[src/rtl/chan_arb_pkg.sv]
package chan_arb_pkg;
  typedef enum logic [1:0] {
    OWN_IDLE = 2'd0,
    OWN_HOST = 2'd1,
    OWN_MCU  = 2'd2
  } owner_e;
endpackage

[src/rtl/own_arb_core.sv]
module own_arb_core
  import chan_arb_pkg::*;
(
  input  logic       clk,
  input  logic       rst,
  input  logic       host_req,
  input  logic       host_done,
  input  logic       mcu_req,
  input  logic       mcu_done,
  output logic [1:0] own_status,
  output logic       avail
);
  owner_e own_q, own_d;

  always_comb begin
    own_d = own_q;
    unique case (own_q)
      OWN_IDLE: begin
        if (mcu_req)       own_d = OWN_MCU;
        else if (host_req) own_d = OWN_HOST;
      end
      OWN_HOST: if (host_done) own_d = OWN_IDLE;
      OWN_MCU:  if (mcu_done)  own_d = OWN_IDLE;
      default:  own_d = OWN_IDLE;
    endcase
  end

  always_ff @(posedge clk) begin
    if (rst) begin
      own_q <= OWN_IDLE;
      avail <= 1'b1;
    end else begin
      own_q <= own_d;
      avail <= (own_d != OWN_MCU);
    end
  end

  assign own_status = own_q;


  code_legal_chk: assert property (@(posedge clk) disable iff (rst)
    own_status != 2'd3);

  avail_match_chk: assert property (@(posedge clk) disable iff (rst)
    avail == (own_status != 2'd2));

  mcu_first_chk: assert property (@(posedge clk) disable iff (rst)
    (own_status == 2'd0 && mcu_req) |=> own_status == 2'd2);

  mcu_hold_chk: assert property (@(posedge clk) disable iff (rst)
    (own_status == 2'd2 && !mcu_done) |=> own_status == 2'd2);

  host_hold_chk: assert property (@(posedge clk) disable iff (rst)
    (own_status == 2'd1 && !host_done) |=> own_status == 2'd1);
endmodule

[src/rtl/rst_handshake.sv]
module rst_handshake #(
  parameter int RST_LAT = 3
) (
  input  logic clk,
  input  logic rst,
  input  logic ctl_wr,
  input  logic ctl_en,
  input  logic ctl_rst,
  output logic chan_en,
  output logic chan_rst,
  output logic rst_done
);
  localparam int CW = $clog2(RST_LAT + 1) + 1;

  logic [RST_LAT-1:0] dly_q;

  always_ff @(posedge clk) begin
    if (rst) begin
      chan_en  <= 1'b0;
      chan_rst <= 1'b0;
    end else if (ctl_wr) begin
      chan_en  <= ctl_en;
      chan_rst <= ctl_rst;
    end
  end

  generate
    if (RST_LAT == 1) begin : g_one
      always_ff @(posedge clk) begin
        if (rst) dly_q <= '0;
        else     dly_q <= chan_rst;
      end
    end else begin : g_many
      always_ff @(posedge clk) begin
        if (rst) dly_q <= '0;
        else     dly_q <= {dly_q[RST_LAT-2:0], chan_rst};
      end
    end
  endgenerate

  assign rst_done = dly_q[RST_LAT-1];

  // window checker: cycles chan_rst has been steady
  logic          rst_prev;
  logic [CW-1:0] steady_cnt;
  always_ff @(posedge clk) begin
    if (rst) begin
      rst_prev   <= 1'b0;
      steady_cnt <= '0;
    end else begin
      rst_prev <= chan_rst;
      if (chan_rst != rst_prev)          steady_cnt <= '0;
      else if (steady_cnt < CW'(RST_LAT)) steady_cnt <= steady_cnt + 1'b1;
    end
  end


  ctl_load_chk: assert property (@(posedge clk) disable iff (rst)
    ctl_wr |=> (chan_en == $past(ctl_en) && chan_rst == $past(ctl_rst)));

  done_follow_chk: assert property (@(posedge clk) disable iff (rst)
    (chan_rst == rst_prev && steady_cnt >= CW'(RST_LAT - 1)) |-> rst_done == chan_rst);
endmodule

[src/rtl/chan_own_arbiter.sv]
module chan_own_arbiter #(
  parameter int RST_LAT = 3
) (
  input  logic       clk,
  input  logic       rst,
  input  logic       host_req,
  input  logic       host_done,
  input  logic       mcu_req,
  input  logic       mcu_done,
  input  logic       ctl_wr,
  input  logic       ctl_en,
  input  logic       ctl_rst,
  output logic [1:0] own_status,
  output logic       avail,
  output logic       chan_en,
  output logic       chan_rst,
  output logic       rst_done
);
  own_arb_core u_core (
    .clk        (clk),
    .rst        (rst),
    .host_req   (host_req),
    .host_done  (host_done),
    .mcu_req    (mcu_req),
    .mcu_done   (mcu_done),
    .own_status (own_status),
    .avail      (avail)
  );

  rst_handshake #(.RST_LAT(RST_LAT)) u_hs (
    .clk      (clk),
    .rst      (rst),
    .ctl_wr   (ctl_wr),
    .ctl_en   (ctl_en),
    .ctl_rst  (ctl_rst),
    .chan_en  (chan_en),
    .chan_rst (chan_rst),
    .rst_done (rst_done)
  );
endmodule

[config.mk]
export PLATFORM = sky130hd
export DESIGN_NAME = chan_own_arbiter
export DESIGN_NICKNAME = d
export VERILOG_FILES = /design/src/rtl/chan_arb_pkg.sv /design/src/rtl/own_arb_core.sv /design/src/rtl/rst_handshake.sv /design/src/rtl/chan_own_arbiter.sv
export SDC_FILE = /design/constraint.sdc
export NUM_CORES = 1
export LEC_CHECK = 0
export BUFFER_PORTS_ARGS = -buffer_cell sky130_fd_sc_hd__clkbuf_2
export CAP_MARGIN = 0
export CELL_PAD_IN_SITES_DETAIL_PLACEMENT = 0
export CELL_PAD_IN_SITES_GLOBAL_PLACEMENT = 2
export CORE_AREA = 2 2 39 41
export DETAILED_ROUTE_END_ITERATION = 7
export DIE_AREA = 0 0 41 43
export GPL_TIMING_DRIVEN = 0
export PLACE_DENSITY = 0.65
export SYNTH_ARGS = -nofsm -noshare
export SYNTH_HDL_FRONTEND = slang
export SYNTH_SLANG_ARGS = --single-unit
[constraint.sdc]
create_clock -name clk -period 1 [get_ports clk]
set_input_delay 0.05 -clock clk [delete_from_list [all_inputs] [get_ports clk]]
set_output_delay 0.05 -clock clk [all_outputs]
set_load 0.01 [all_outputs]
## Yosys cells after proc, flatten, opt, wreduce, memory -nomap -nowiden

Cells that the tools add are included.

| storage, ports and cells | value |
|---|---|
| register bits after elaboration | 8 |
| input bits | 9 |
| logic and storage cells | 14 |

| cells by class | value |
|---|---|
| eq/ne operators | 3 |
| multiplexer cells | 5 |
| reduce and logical (&&, ||, !) cells | 1 |

Operators by type and width:

| kind | count |
|---|---|
| 2-bit two-way mux | 4 |
| 2-bit one-hot mux with 3 select lines | 1 |
| 2-bit by 1-bit equality test with 1-bit output, second input constant | 1 |
| 2-bit equality test, second input constant | 1 |
| 2-bit zero test | 1 |
| 2-bit inequality test, second input constant | 1 |

## Depth between registers and ports, before layout

| depth | value |
|---|---|
| depth in word-level cells | 4 |
| gate-level depth with buffers | 2 |

## Hierarchy

A second synthesis with hierarchy kept.

| unflattened totals | value |
|---|---|
| cell total of the unflattened synthesis | 23 |
| area total of the unflattened synthesis | 264.0 um^2 |

Modules (own cells, without submodules):

| module | times used | cells an instance | area an instance (um^2) | seq. area each (um^2) |
|---|---|---|---|---|
| rst_handshake | 1 | 12 | 146.4 | 100.1 |
| own_arb_core | 1 | 11 | 117.6 | 60.1 |

## Least setup slack after synthesis

OpenSTA, ideal clock, no wires.

| timing | value |
|---|---|
| path kind | register -> register |
| start point | register u_core.own_q[0], in the netlist u_core.own_status[0] |
| end point | register u_core.own_q[0], in the netlist u_core.own_status[0] |
| setup time | 79 ps |
| arrival | 909 ps |
| required time | 921 ps |
| setup slack | 11 ps |
| stages on the path, launching flop included | 3 |
| path buffers | 0 |
| period minus slack after synthesis | 989 ps |
| cells stage by stage | dfxtp_1 -> or3b_1 -> a211oi_2 |

| on the way | value |
|---|---|
| word-level cells in the longest chain between the ends | 3 |
| elaborated cells between the ends (all ways) | 8 |
| those cells by class | 2 x eq/ne; 5 x mux; 1 x reduce/logical |

Ends and longest elaborated chain:

| item | RTL line | source |
|---|---|---|
| start, declared | own_arb_core.sv:13 | `owner_e own_q, own_d;` |
| start signal, assigned | own_arb_core.sv:33 | `own_q <= own_d;` |
| 2-bit two-way mux | own_arb_core.sv:20 | `else if (host_req) own_d = OWN_HOST;` |
| 2-bit two-way mux | own_arb_core.sv:19 | `if (mcu_req) own_d = OWN_MCU;` |
| 2-bit one-hot mux with 3 select lines (*) | own_arb_core.sv:17 | `unique case (own_q)` |

Every way passes the cells marked *; elsewhere a longest branch is shown, timed or not.
A chain may end at the register's enable or synchronous reset.

## Worst setup path after layout

Same ends and word-level chain as after synthesis.

==> results.ini <==
[cts]
clock_sinks = 8
cts_buffers = 3
clockBufferDepth = 2
clkTransAtPathRegs_ns = 0.05
htree_levels = 1
cts_tree = done
clk_root_buffer_cell = clkbuf_4
insertion_delay_ns = 0.25

[die]
die_w_microns = 41
ios = 15
core_area_sq_um = 1380
initial_utilization = 0.188
rows = 14
die_area_sq_um = 1760
die_y_microns = 43

[yosys]
synth_area_leaders = dfxtp_1 62%, mux2i_1 7.7%, nor2b_1 7.2%
synth_largest_area_cell = dfxtp_1
ys.flop_type = dfxtp_1
syn_inst = 22
yosys_warnings = 0
synth.distinct_cells = 10
yosysMostFrequentCell = dfxtp_1
netlist_area_sq_um = 260
syn_area_per_cell_sq_um = 11.8
synth_commonest_cells = 8 x dfxtp_1, 3 x nor2_1, 3 x nor2b_1
synthesis.nets = 31
netlist.area_leader.share = 0.615
seq_area_frac_synth = 0.615
synth_seq_cells = 8
async_flop_share = 0
synth_edf_count = 0

[setup_path]
worstPathRequired_ns = 1.17
r2r_slack_ns = 0.06
end_kind = register
worstPathArrival_ns = 1.10
path_max_fanout = 4
critical_path_class = register to register
startpoint_type = register

[timing]
timing.final.crit_share = 0.937
max_freq_mhz = 1070
relSlewSlack = 0.885
setup_violations = 0
drv_slew = 0
timing.setup.tns_ns = 0
hold_ws_ns = 0.0368
worst_pin_slew_ns = 0.173
hold_viol = 0
worst_slack_ns = 0.0627
min_period_ns = 0.937
rsz0062_at_grt = false
fin_skew_ns = 0.0000627

[global_route]
antenna_found_initial = 0
grt_overflow = 0
grt_start_max_net_pins = 8
grt_pass1_wl_microns = 800
grt_pass1_vias = 218
grt_usage = 0.0765

[run]
drv_cap = 0

[route]
drtIter0Drc = 1
wl_microns = 483
antenna_left = 0
vias_per_cell = 4.13
wire_per_inst_microns = 8.78
vias = 227
dr.pass1.iters = 2
drc = 0

[power_and_ir_drop]
peakVddDrop_mv = 0.589
p_per_area_nw_per_um2 = 1740
cellLeakagePower_nw = 0.183

[finish]
fillCellCount = 154
syn2layout_area_growth_pct = 43.7
seqCellArea_sq_um = 161
multiInputGateArea_sq_um = 100
num-nets-final = 50
fin_util = 0.270
drive_gt1_frac = 0.487
final_area_sq_um = 374
diodes = 0

[placed_design]
place_area_sq_um = 350
place_ws_ns = 0.0131
globalplace.congestion = 0.504
dp_hpwl_microns = 405
port_buffers = 14

[hold_path]
hp-class = input port to register

[status]
outcome = completed

[path summary, 6_finish.rpt]
path                         from              endpoint  cells after the start
min reg2reg         u_hs.dly_q[1]         u_hs.dly_q[2]                      1
min                       mcu_req          u_core.avail                      2
max          u_core.own_status[0]  u_core.own_status[0]                      2
max reg2reg  u_core.own_status[0]  u_core.own_status[0]                      2
[critical path: stages, from the launching register on]
cell and delay [ns]:
dfxtp_2 0.32, or3b_1 0.36, a211oi_2 0.17
[placed cells by master (no fill, tap or decap), drive strengths merged]
| cell | netlist | layout |
|---|---|---|
| clkbuf | 0 | 17 |
| dfxtp | 8 | 8 |
| nor2b | 3 | 3 |
| nor2 | 3 | 3 |
| mux2i | 2 | 2 |
| or2b | 1 | 1 |
| or3b | 1 | 1 |
| a211oi | 1 | 1 |
| nand2 | 1 | 1 |
| o211a | 1 | 1 |
| o211ai | 1 | 1 |
[per-stage QoR]
stage          power, mW  std cells
2_1_floorplan      0.383         22
3_3_place_gp       0.419         52
3_5_place_dp       0.422         52
4_1_cts            0.675         55
5_1_grt            0.703         55
6_report           0.652         55
[what timing repair did]
item                                    4_1_cts  5_1_grt
setup buffers                                 0        0
resized for setup                             0        1
hold buffers                                  0        0
pin swaps                                     1        1
endpoints found under the hold margin         0        0
endpoints found under the setup margin        1        1
[power breakdown]
group / internal (mW) / switching (mW)
Combinational: 0.0357 / 0.0306
Clock: 0.137 / 0.102
Sequential: 0.337 / 0.0107
[routing by layer]
| metal | GRT usage | part of all wire |
|---|---|---|
| met5 | 0 | 0 |
| met3 | 0.0471 | 0.18 |
| met2 | 0.0938 | 0.42 |
| met4 | 0.100 | 0 |
| met1 | 0.0714 | 0.40 |
[state kept, by name, indices dropped and copies added (netlist names)]
register,flops
u_hs.chan_rst,1
u_hs.dly_q,3
u_core.own_status,2
u_core.avail,1
u_hs.chan_en,1
[cell families after synthesis]
family	after synthesis	synth area share
and+or+nand+nor	9	0.192
DFF	8	0.615
AOI/OAI and AO/OA	3	0.115
muxes	2	0.0769
[cell type report]
| type | instances | area share |
|---|---|---|
| repair buffers | 14 | 0.187 |
| clock buffers | 3 | 0.0602 |
| multi-input cells | 14 | 0.268 |
| well taps | 16 | 0.0535 |
| flip-flops and latches | 8 | 0.431 |
No activity file was read; power rests on OpenSTA's default activity.
